### config.mk
export PLATFORM = sky130hd
export DESIGN_NAME = pin_irq_ctrl
export DESIGN_NICKNAME = d
export VERILOG_FILES = /design/src/rtl/pint_pkg.sv /design/src/rtl/pint_alias_vec.sv /design/src/rtl/pint_regfile.sv /design/src/rtl/pint_sense.sv /design/src/rtl/pin_irq_ctrl.sv
export SDC_FILE = /design/constraint.sdc
export NUM_CORES = 1
export LEC_CHECK = 0
export BUFFER_PORTS_ARGS = -buffer_cell sky130_fd_sc_hd__buf_4
export CORE_MARGIN = 1
export CORE_UTILIZATION = 45
export CTS_CLUSTER_DIAMETER = 200
export DETAILED_ROUTE_END_ITERATION = 10
export GPL_TIMING_DRIVEN = 0
export PLACE_DENSITY = 0.74
export SKIP_LAST_GASP = 1
export SYNTH_ARGS = -nofsm -noshare
export SYNTH_HDL_FRONTEND = slang
export SYNTH_SLANG_ARGS = --single-unit
### constraint.sdc
create_clock -name clk -period 1.85 [get_ports clk]
set_clock_uncertainty 0.15 [all_clocks]
set_input_delay 0.185 -clock clk [delete_from_list [all_inputs] [get_ports clk]]
set_output_delay 0.185 -clock clk [all_outputs]
set_load 0.01 [all_outputs]
### src/rtl/pint_pkg.sv
// Shared constants and the register index type for the pin interrupt controller.
// Assumes a 32-bit data port and byte addressing with 4-byte register stride.
package pint_pkg;
    localparam int DW       = 32;
    localparam int AW       = 6;
    localparam int IW       = AW - 2;
    localparam int NUM_REGS = 10;

    // Word index inside the window; the order fixes the byte offsets.
    typedef enum logic [IW-1:0] {
        IDX_MASK_SET = 4'd0,
        IDX_MASK_CLR = 4'd1,
        IDX_REQUEST  = 4'd2,
        IDX_ASSIGN   = 4'd3,
        IDX_EDGE_SET = 4'd4,
        IDX_EDGE_CLR = 4'd5,
        IDX_INV_SET  = 4'd6,
        IDX_INV_CLR  = 4'd7,
        IDX_PINSTATE = 4'd8,
        IDX_LATCH    = 4'd9
    } reg_idx_e;

    // True when the access is full width, word aligned and inside the window.
    function automatic logic access_ok(input logic [AW-1:0] addr, input logic full);
        return full && (addr[1:0] == 2'b00) && (addr[AW-1:2] < IW'(NUM_REGS));
    endfunction
endpackage

### src/rtl/pint_alias_vec.sv
// One state vector that is changed only through a set/clear alias pair.
// Assumes the caller has already qualified wr_ok with a legal access.
module pint_alias_vec
    import pint_pkg::*;
#(
    parameter int             NUM_PINS = 32,
    parameter logic [IW-1:0]  SET_IDX  = 4'd0
) (
    input  logic                clk,
    input  logic                rst_n,
    input  logic                wr_ok,
    input  logic [IW-1:0]       idx,
    input  logic [NUM_PINS-1:0] wbits,
    output logic [NUM_PINS-1:0] vec
);
    localparam logic [IW-1:0] CLR_IDX = SET_IDX + 4'd1;

    // Apply set (OR) or clear (AND-NOT) writes; zero bits leave the vector alone.
    always_ff @(posedge clk) begin
        if (!rst_n) begin
            vec <= '0;
        end else if (wr_ok && (idx == SET_IDX)) begin
            vec <= vec | wbits;
        end else if (wr_ok && (idx == CLR_IDX)) begin
            vec <= vec & ~wbits;
        end
    end
endmodule

### src/rtl/pint_regfile.sv
// Register decode, alias vectors, assign word and registered read port.
// Assumes one strobe per access; reads and writes are fully decoded.
module pint_regfile
    import pint_pkg::*;
#(
    parameter int             NUM_PINS   = 32,
    parameter logic [DW-1:0]  ASSIGN_RST = 32'h0202_0303
) (
    input  logic                clk,
    input  logic                rst_n,
    input  logic                bus_wr,
    input  logic                bus_rd,
    input  logic [AW-1:0]       bus_addr,
    input  logic                bus_full,
    input  logic [DW-1:0]       bus_wdata,
    input  logic [NUM_PINS-1:0] latch_v,
    input  logic [NUM_PINS-1:0] lvl_v,
    output logic [NUM_PINS-1:0] mask_v,
    output logic [NUM_PINS-1:0] edge_v,
    output logic [NUM_PINS-1:0] inv_v,
    output logic [NUM_PINS-1:0] latch_clr,
    output logic [DW-1:0]       bus_rdata,
    output logic                bus_err
);
    localparam int NUM_PAIRS = 3;
    localparam logic [IW-1:0] PAIR_SET [NUM_PAIRS] = '{IDX_MASK_SET, IDX_EDGE_SET, IDX_INV_SET};

    logic                acc_ok;
    logic                wr_ok;
    logic                rd_ok;
    reg_idx_e            idx;
    logic [NUM_PINS-1:0] wbits;
    logic [NUM_PINS-1:0] pair_vec [NUM_PAIRS];
    logic [DW-1:0]       assign_r;
    logic [DW-1:0]       rd_mux;

    assign acc_ok = access_ok(bus_addr, bus_full);
    assign wr_ok  = bus_wr && acc_ok;
    assign rd_ok  = bus_rd && acc_ok;
    assign idx    = reg_idx_e'(bus_addr[AW-1:2]);
    assign wbits  = bus_wdata[NUM_PINS-1:0];

    for (genvar p = 0; p < NUM_PAIRS; p++) begin : g_pair
        pint_alias_vec #(
            .NUM_PINS (NUM_PINS),
            .SET_IDX  (PAIR_SET[p])
        ) i_vec (
            .clk   (clk),
            .rst_n (rst_n),
            .wr_ok (wr_ok),
            .idx   (idx),
            .wbits (wbits),
            .vec   (pair_vec[p])
        );
    end

    assign mask_v = pair_vec[0];
    assign edge_v = pair_vec[1];
    assign inv_v  = pair_vec[2];

    // Write-one-to-clear pulse toward the latch from either clear offset.
    assign latch_clr = (wr_ok && (idx == IDX_REQUEST || idx == IDX_LATCH)) ? wbits : '0;

    // Hold the routing word for the neighbouring port multiplexer.
    always_ff @(posedge clk) begin
        if (!rst_n) begin
            assign_r <= ASSIGN_RST;
        end else if (wr_ok && (idx == IDX_ASSIGN)) begin
            assign_r <= bus_wdata;
        end
    end

    // Select the word addressed by the current read.
    always_comb begin
        unique case (idx)
            IDX_MASK_SET, IDX_MASK_CLR: rd_mux = DW'(mask_v);
            IDX_EDGE_SET, IDX_EDGE_CLR: rd_mux = DW'(edge_v);
            IDX_INV_SET,  IDX_INV_CLR:  rd_mux = DW'(inv_v);
            IDX_REQUEST:                rd_mux = DW'(latch_v & mask_v);
            IDX_ASSIGN:                 rd_mux = assign_r;
            IDX_PINSTATE:               rd_mux = DW'(lvl_v);
            IDX_LATCH:                  rd_mux = DW'(latch_v);
            default:                    rd_mux = '0;
        endcase
    end

    // Register read data and the access error flag one cycle after the strobe.
    always_ff @(posedge clk) begin
        if (!rst_n) begin
            bus_rdata <= '0;
            bus_err   <= 1'b0;
        end else begin
            bus_rdata <= rd_ok ? rd_mux : '0;
            bus_err   <= (bus_wr || bus_rd) && !acc_ok;
        end
    end
endmodule

### src/rtl/pint_sense.sv
// Per-pin polarity, level/edge sensing and latch.
// Assumes pin_in is synchronous to clk; a capture beats a clear in the same cycle.
module pint_sense #(
    parameter int NUM_PINS = 32
) (
    input  logic                clk,
    input  logic                rst_n,
    input  logic [NUM_PINS-1:0] pin_in,
    input  logic [NUM_PINS-1:0] inv_v,
    input  logic [NUM_PINS-1:0] edge_v,
    input  logic [NUM_PINS-1:0] latch_clr,
    output logic [NUM_PINS-1:0] lvl_v,
    output logic [NUM_PINS-1:0] lvl_q_v,
    output logic [NUM_PINS-1:0] latch_v
);
    for (genvar n = 0; n < NUM_PINS; n++) begin : g_pin
        logic lvl;
        logic lvl_q;
        logic latch;

        assign lvl = pin_in[n] ^ inv_v[n];

        // Keep last cycle's sensed level for rising-edge detection.
        always_ff @(posedge clk) begin
            if (!rst_n) lvl_q <= 1'b0;
            else        lvl_q <= lvl;
        end

        // Level mode tracks the sensed level; edge mode captures and holds.
        always_ff @(posedge clk) begin
            if (!rst_n)         latch <= 1'b0;
            else if (edge_v[n]) latch <= (latch & ~latch_clr[n]) | (lvl & ~lvl_q);
            else                latch <= lvl;
        end

        assign lvl_v[n]   = lvl;
        assign lvl_q_v[n] = lvl_q;
        assign latch_v[n] = latch;
    end
endmodule

### src/rtl/pin_irq_ctrl.sv
// Pin interrupt controller: register window plus per-pin sensing, one interrupt out.
// Assumes synchronised pins and a single-cycle strobe register port.
module pin_irq_ctrl
    import pint_pkg::*;
#(
    parameter int             NUM_PINS   = 32,
    parameter logic [DW-1:0]  ASSIGN_RST = 32'h0202_0303
) (
    input  logic                clk,
    input  logic                rst_n,
    input  logic                bus_wr,
    input  logic                bus_rd,
    input  logic [AW-1:0]       bus_addr,
    input  logic                bus_full,
    input  logic [DW-1:0]       bus_wdata,
    output logic [DW-1:0]       bus_rdata,
    output logic                bus_err,
    input  logic [NUM_PINS-1:0] pin_in,
    output logic                irq_out
);
    logic [NUM_PINS-1:0] mask_v;
    logic [NUM_PINS-1:0] edge_v;
    logic [NUM_PINS-1:0] inv_v;
    logic [NUM_PINS-1:0] latch_v;
    logic [NUM_PINS-1:0] latch_clr;
    logic [NUM_PINS-1:0] lvl_v;
    logic [NUM_PINS-1:0] lvl_q_v;

    pint_regfile #(
        .NUM_PINS   (NUM_PINS),
        .ASSIGN_RST (ASSIGN_RST)
    ) i_regs (
        .clk       (clk),
        .rst_n     (rst_n),
        .bus_wr    (bus_wr),
        .bus_rd    (bus_rd),
        .bus_addr  (bus_addr),
        .bus_full  (bus_full),
        .bus_wdata (bus_wdata),
        .latch_v   (latch_v),
        .lvl_v     (lvl_v),
        .mask_v    (mask_v),
        .edge_v    (edge_v),
        .inv_v     (inv_v),
        .latch_clr (latch_clr),
        .bus_rdata (bus_rdata),
        .bus_err   (bus_err)
    );

    pint_sense #(
        .NUM_PINS (NUM_PINS)
    ) i_sense (
        .clk       (clk),
        .rst_n     (rst_n),
        .pin_in    (pin_in),
        .inv_v     (inv_v),
        .edge_v    (edge_v),
        .latch_clr (latch_clr),
        .lvl_v     (lvl_v),
        .lvl_q_v   (lvl_q_v),
        .latch_v   (latch_v)
    );

    // Interrupt is raised by any latched pin that is unmasked.
    assign irq_out = |(latch_v & mask_v);
endmodule

# --- Word level (Yosys, flattened, before mapping) ---
# Index checks and enable logic that the tools add are counted.
classes:
  add_sub_neg: 0
  mul: 0
  n_div: 0
  n_lt_le_gt_ge: 1
  n_eq_ne: 9
  shift: 0
  n_mux: 40
  bitwise_logic: 200
  reduce_logical: 26
op_table:
  columns: ["op", "n"]
  rows:
  - ["$mux W32", 7]
  - ["$pmux W32 S7", 1]
  - ["$and A32 B32 Y32", 4]
  - ["$or A32 B32 Y32", 3]
  - ["$and A1 B1 Y1", 64]
  - ["$not A1 Y1", 64]
  - ["$mux W1", 32]
  - ["$not A32 Y32", 1]
  - ["$or A1 B1 Y1", 32]
  - ["$reduce_or A32 Y1", 1]
  - ["$xor A1 B1 Y1", 32]
  - ["$eq A4 B3 Y1 const B", 4]
  - ["$logic_and A1 B1 Y1", 13]
  - ["$eq A4 B2 Y1 const B", 2]
  - ["$eq A4 B4 Y1 const B", 2]
  - ["$reduce_bool A2 Y1", 3]
  - ["$reduce_or A2 Y1", 3]
  - ["$eq A4 B1 Y1 const B", 1]
  - ["$logic_not A4 Y1", 1]
  - ["$lt A4 B4 Y1 const B", 1]
  - ["$logic_not A2 Y1", 1]
  - ["$logic_or A1 B1 Y1", 2]
  - ["$reduce_and A2 Y1", 1]
  - ["$logic_not A1 Y1", 1]
word_totals:
  reg_bits: 225
  latch_bits: 0
  mem_bits_rw: 0
  mem_bits_ro: 0
  input_bits: 75
  out_inout_bits: 34
  word_cells: 346
  mem_count: 0

# --- Longest topological paths before layout ---
# Gate-level depths: netlist (run 1).
logic_depth:
  ltp_word: 10
  depth_mapped: 8
  mapped_depth_nobuf: 4

# --- Cells and area by module ---
# From an unflattened synthesis (run 1), not the netlist that was laid out.
unflattened:
  hier_cells: 1189
  area_unflattened_um2: 11733.8
modules_own_cells:
  columns: ["mod", "n_inst", "cells_each", "area_per_inst_um2", "seq_area_each_um2"]
  rows:
  - ["pint_regfile", 1, 505, 4154.0, 1301.2]
  - ["pint_sense", 1, 330, 3260.6, 1281.2]
  - ["pint_alias_vec (i_regs.g_pair[0].i_vec ...)", 2, 111, 1493.9, 640.6]
  - ["pint_alias_vec (i_regs.g_pair[2].i_vec)", 1, 111, 1173.6, 640.6]
  - ["pin_irq_ctrl", 1, 21, 157.7, 0.0]

# --- Worst setup path after synthesis (run 1) ---
# No wires, ideal clock.
synth_timing:
  path_kind: "input port to flip-flop"
  startpoint: "input port bus_addr[2]"
  endpoint: "register i_sense.g_pin[9].latch"
  setup_ps: 114
  t_arrival_ps: 1452
  setup_slack_ps: 134
  path_stages: 6
  cell_sequence: "buf_2 > nor4b_2 > o2111a_1 > buf_2 > a21oi_1 > a21o_1"
synth_via:
  elab_chain_len: 9
  word_cells_on_any_way: 12
  cone_classes: "1 x order compare; 2 x eq/ne; 2 x mux; 3 x bitwise; 4 x reduce/logical"
synth_rtl:
  columns: ["element", "line", "rtl"]
  rows:
  - ["start: declaration", "pin_irq_ctrl.sv:13", "input logic [AW-1:0] bus_addr,"]
  - ["$lt A4 B4 Y1", "pint_pkg.sv:25", "return full && (addr[1:0] == 2'b00) && (addr[AW-1:2] < IW'(NUM_REGS));"]
  - ["$logic_and A1 B1 Y1", "pint_pkg.sv:25", null]
  - ["$logic_and A1 B1 Y1", "pint_regfile.sv:38", "assign wr_ok = bus_wr && acc_ok;"]
  - ["$logic_and A1 B1 Y1 (*)", "pint_regfile.sv:62", "assign latch_clr = (wr_ok && (idx == IDX_REQUEST || idx == IDX_LATCH)) ? wbits : '0;"]
  - ["$mux W32 (*)", "pint_regfile.sv:62", null]
  - ["$not A1 Y1 (*)", "pint_sense.sv:32", "else if (edge_v[n]) latch <= (latch & ~latch_clr[n]) | (lvl & ~lvl_q);"]
  - ["$and A1 B1 Y1 (*)", "pint_sense.sv:32", null]
  - ["$or A1 B1 Y1 (*)", "pint_sense.sv:32", null]
  - ["$mux W1 (*)", "pint_sense.sv:32", null]
  - ["end signal: assignment", "pint_sense.sv:32", null]
  - ["end signal: assignment", "pint_sense.sv:33", "else latch <= lvl;"]
  - ["end: declaration", "pint_sense.sv:19", "logic latch;"]
# Every way passes the cells marked *; elsewhere a longest branch is shown, timed or not.
# A chain may end at the register's enable or synchronous reset.

# --- Worst setup path after layout (run 1) ---
layout_timing:
  startpoint: "register i_sense.g_pin[29].latch"
  endpoint: "output port irq_out"
layout_via:
  elab_chain_len: 2
layout_rtl:
  columns: ["element", "line", "rtl"]
  rows:
  - ["start: declaration", "pint_sense.sv:19", null]
  - ["start signal: assignment", "pint_sense.sv:32", null]
  - ["start signal: assignment", "pint_sense.sv:33", null]
  - ["$and A32 B32 Y32", "pin_irq_ctrl.sv:65", "assign irq_out = |(latch_v & mask_v);"]
  - ["$reduce_or A32 Y1", "pin_irq_ctrl.sv:65", null]
  - ["end: declaration", "pin_irq_ctrl.sv:19", "output logic irq_out"]
# No other way between the ends.

==> results of run 1 <==
==> layout make-up <==
class	count	share of cell area, %
sequential	225	36.6
inverter	33	1.00
clock buffer	35	5.86
tap	275	2.79
clock inverter	6	0.871
multi-input combinational	711	38.0
buffer	127	4.79
timing repair buffer	143	10.1
==> worst paths after layout <==
kind,start,end,slack (ns)
max,i_sense.g_pin[29].latch,irq_out,-0.42
min,rst_n,i_sense.g_pin[10].lvl_q,0.05
max reg2reg,flip-flop,i_regs.bus_rdata[0],0.47
min reg2reg,i_regs.assign_r[18],i_regs.assign_r[18],0.31
==> kinds of logic after synthesis <==
| group | share of synthesized area [%] |
|---|---|
| AOI/OAI and AO/OA | 29.9 |
| DFF | 45.6 |
| and+or+nand+nor | 10.6 |
| buffers and inverters | 7.20 |
| muxes | 3.85 |
| xor gates and xnor gates | 2.84 |
==> cell usage after synthesis, types with 3 or more instances <==
library cell  number
buf_2             57
and2_1            33
a21o_1            64
a221oi_1          32
a311oi_1          96
buf_6              3
nand4_1            4
o32ai_1           32
a22oi_1           16
a21oi_1          160
nand3_1           55
nand2_1          105
clkbuf_1          57
o21ai_0           28
mux2i_1           38
xor2_1            32
buf_4              4
dfxtp_1          225
buf_1              5
inv_1             33
==> worst register-to-register path, cell delays in order (launching register included) <==
cell	delay [ns]
dfxtp_1	0.39
inv_1	0.07
o32ai_1	0.27
a221oi_1	0.08
a21oi_1	0.31
==> what timing repair did <==
action,4_1_cts,5_1_grt
hold endpoints to repair,193,0
hold buffers,66,0
pin swaps,7,4
resized for setup,16,11
setup endpoints to repair,1,21
cloned,0,0
setup buffers,3,0
==> layer usage <==
layer,routed length (um),global-route usage (%)
met1,14500,42.5
met2,15400,47.6
met3,3910,5.97
met4,1360,12.9
met5,0,0
==> power by group <==
part	switching, mW	internal, mW	leakage, nW
clock	2.00	3.11	0.406
combinational	0.513	0.330	2.55
sequential	0.0733	4.93	1.84
==> impl_metrics.yaml, run 1 <==
status:
  status: "finished, violations left"
  violations: "setup timing"
clock_tree:
  clock_latency_ns: 0.52
  h-tree-depth: 1
  clk_pin_slew_worst_paths_ns: 0.06
  cts_buffers: 25
  clock_path_buffers: 3
  cts-root-buf: "clkbuf_16"
  clock-sinks: 225
  cts_tree: "done"
placed_design:
  placed_cell_area_sq_um: 10800
  post-place-ws_ns: -0.437
  dp_hpwl_mm: 23.2
  dp.cells: 1445
  port_buffers: 74
  gp_congestion: 0.965
finish:
  area_growth_pct: 25.1
  final_cell_area_sq_um: 12300
  diodes: 0
  multi_input_area_sq_um: 4700
  layout-drive-gt1-share_pct: 16.1
  seq_area_sq_um: 4520
  fill_cells: 1837
  fin_util_pct: 58.0
  layout.cells.non_filler: 1555
  final_cell_mix: "dfxtp_1, a21oi_1, nand2_1"
  final_common_cell: "dfxtp_1"
  fin_nets: 1341
floorplan:
  dieArea_sq_um: 22500
  initial_core_util_pct: 46.4
  coreArea_sq_um: 21300
  ios: 109
  die_x_um: 150
  die_h_um: 150
  placementRows: 53
sta:
  rsz0062_at_grt: "yes"
  worst_slew_pin_slew_ns: 0.834
  setup_slack_ns: -0.422
  finalSetupViolations: 11
  fin_crit_ns: 2.27
  slew_headroom_pct: 44.4
  hold_viol: 0
  whs_ns: 0.0459
  post-route-period-util_pct: 123
  fmax_mhz: 440
  setup_tns_ns: -0.582
  drv_slew: 0
global_routing:
  grt_pass1_vias: 9126
  grt_overflow: 0
  grt_util_all_layers_pct: 31.0
  grt_max_degree: 13
  grt_pass1_wl_mm: 53.0
  antenna_found_initial: 1
synthesis:
  yosysUniqueCellTypes: 37
  ys_ff_latch: 225
  syn_area_per_cell_sq_um: 9.01
  syn_nets: 1171
  synthCells: 1096
  netlist_top_cells_area: "dfxtp_1, a311oi_1, a21oi_1, a21o_1, nand2_1"
  netlist_area_sq_um: 9870
  synth_area_leader_cell: "dfxtp_1"
  ys.flop_type: "dfxtp_1"
  synth_edf_count: 0
  ys_async_sr_fraction_pct: 0
  synth_top_area_share_pct: 45.6
  yosysWarnings: 0
  yosysSeqAreaShare_pct: 45.6
power:
  powerDensity_nw_per_um2: 887
  vdd_drop_max_mv: 0.797
  fin_total_pwr_mw: 11.0
  power.static_leakage_nw: 4.79
critical_path:
  path_depth: 4
  critPathCaptureType: "primary output"
  crit_buf_inv: 1
  critPathTopFamily: "simple AND/OR/NAND/NOR gates"
  crit_required_ns: 1.51
  critPathMaxFanout: 3
  crit_path_max_incr_delay_ns: 0.53
  cp-start-kind: "flip-flop"
  crit_type: "flip-flop to primary output"
  critical-path-slowest-cell: "or4_4"
  ff2ff_path_depth: 4
  critPathArrivalTime_ns: 1.94
  path_cells: "a22oi_2, nand4_1, or4_4, buf_6"
run:
  cap_violations: 0
hold_path:
  hold_class: "input pin to flip-flop"
  min_delay_path_depth: 2
routing:
  dr.pass1.iters: 5
  ant_nets: 0
  drc_errors: 0
  initialDrtViolationCount: 1287
  routed-via-count: 9797
  drt_wl_total_mm: 35.2
  via_per_inst: 6.30
  wl_per_cell_um: 22.6
Power figures use the tool's default switching activity.
==> run 2, diff against run 1 <==
CORE_UTILIZATION = 30   (was 45)
GPL_ROUTABILITY_DRIVEN = 0   (was unset)
PLACE_DENSITY = 0.56   (was 0.74)
==> impl_metrics.yaml, run 2 (synthesis gave the netlist of run 1 again) <==
status:
  status: "finished, violations left"
  violations: "setup timing"
finish:
  final_cell_area_sq_um: 12600
  fin_nets: 1340
  diodes: 0
  layout-drive-gt1-share_pct: 16.4
  final_common_cell: "dfxtp_1"
  final_cell_mix: "dfxtp_1, a21oi_1, nand2_1"
  area_growth_pct: 27.7
sta:
  post-route-period-util_pct: 124
  hold_viol: 0
  slew_headroom_pct: 34.1
  worst_slew_pin_slew_ns: 0.988
  setup_tns_ns: -0.437
  finalSetupViolations: 1
  fmax_mhz: 437
  drv_slew: 0
  setup_slack_ns: -0.437
  rsz0062_at_grt: "yes"
  fin_crit_ns: 2.29
  whs_ns: 0.0890
routing:
  dr.pass1.iters: 6
  via_per_inst: 5.57
  initialDrtViolationCount: 1031
  routed-via-count: 9611
  wl_per_cell_um: 22.5
  drt_wl_total_mm: 38.8
  drc_errors: 0
  ant_nets: 0
floorplan:
  placementRows: 66
  dieArea_sq_um: 33600
  coreArea_sq_um: 32500
  initial_core_util_pct: 30.4
  die_x_um: 183
  ios: 109
  die_h_um: 183
clock_tree:
  clock_path_buffers: 3
  h-tree-depth: 1
  cts_buffers: 26
  clk_pin_slew_worst_paths_ns: 0.06
  cts_tree: "done"
  cts-root-buf: "clkbuf_16"
  clock-sinks: 225
  clock_latency_ns: 0.53
critical_path:
  crit_type: "flip-flop to primary output"
  crit_required_ns: 1.51
  rr_endpoint: "i_regs.bus_rdata[0]"
  ff2ff_path_depth: 3
  critPathArrivalTime_ns: 1.95
  critPathMaxFanout: 4
  critPathCapture: "irq_out"
  cp-start-kind: "flip-flop"
  critPathCaptureType: "primary output"
  rrSetupSlack_ns: 0.39
global_routing:
  grt_pass1_wl_mm: 57.6
  grt_max_degree: 13
  grt_util_all_layers_pct: 22.8
  grt_pass1_vias: 9321
  antenna_found_initial: 0
  grt_overflow: 0
hold_path:
  hold_class: "input pin to flip-flop"
  min_delay_path_depth: 2
power:
  fin_total_pwr_mw: 11.1
  p_sw_mw: 2.67
  vdd_drop_max_mv: 0.634
  power_frac_comb_pct: 7.9
  powerDensity_nw_per_um2: 883
  seqPwrFrac_pct: 45.0
  p_int_mw: 8.46
  p_clk_share_pct: 47.2
  power.static_leakage_nw: 4.83
  swShare_pct: 24.0
run:
  cap_violations: 0
placed_design:
  port_buffers: 74
  dp_hpwl_mm: 26.1
  placed_cell_area_sq_um: 11000
run 2: changes by cell type in the layout (fill, tap and decap cells not counted), sizes merged:
cell / before / now
buf: 145 / 140
bufinv: 3 / 1
clkbuf: 94 / 105
clkinvlp: 1 / 0
run 2: how the worst min path moves through the flow:
stage,startpoint,to,slack (ns)
floorplan,bus_rd,i_regs.bus_err,0.19
global placement,i_regs.assign_r[27],i_regs.assign_r[27],0.30
detailed placement,i_regs.assign_r[30],i_regs.assign_r[30],0.30
CTS,rst_n,i_sense.g_pin[1].lvl_q,0.05
global route,rst_n,i_sense.g_pin[1].lvl_q,0.06
finish,rst_n,i_sense.g_pin[9].lvl_q,0.09
run 2: power groups by stage:
| stage | registers [mW] | logic (mW) | clock network, mW |
|---|---|---|---|
| after floorplan | 5.08 | 0.416 | 0 |
| after global placement | 5.11 | 0.730 | 0 |
| after detailed placement | 5.11 | 0.738 | 0 |
| after CTS | 5.00 | 0.856 | 5.33 |
| after global routing | 5.01 | 0.923 | 5.54 |
| final | 5.01 | 0.874 | 5.25 |
run 2: area by class of cell:
cell class                 instances  area [sq um]
sequential                       225          4520
buffer                           127           599
clock inverter                     3          43.8
inverter                          33           124
clock buffer                      43           836
fill                            3325         19800
tap                              442           553
multi-input combinational        711          4710
timing repair buffer             141          1230
run 2: routing by layer:
metal | vias to the layer above | share of wire (%) | global-route usage, %
met3 | 98 | 8.9 | 4.31
met1 | 4610 | 43 | 31.0
li1 | 4420 | - | -
met2 | 483 | 44 | 35.3
met5 | - | 0 | 0
met4 | 0 | 3.8 | 9.00
run 2: timing repair:
action | 4_1_cts | 5_1_grt
endpoints found under the setup margin | 14 | 82
resized for setup | 17 | 14
cloned | 0 | 0
pin swaps | 6 | 4
setup buffers | 1 | 0
endpoints found under the hold margin | 193 | 0
hold buffers | 66 | 0
run 2: metrics by stage:
| stage | setup WS (ns) | utilization, % | instances |
|---|---|---|---|
| after floorplan | 0.134 | - | 1096 |
| after global placement | -0.548 | 33.8 | 1612 |
| after detailed placement | -0.570 | 33.8 | 1612 |
| after CTS | -0.436 | 38.8 | 1725 |
| after global routing | -0.472 | 38.9 | 1725 |
| final | -0.437 | 38.9 | 1725 |
run 2: worst max-delay path, stage by stage (launching register included):
cell and delay, ns:
dfxtp_1 0.34, a22oi_2 0.32, nand4_1 0.15, or4_4 0.47, buf_6 0.15
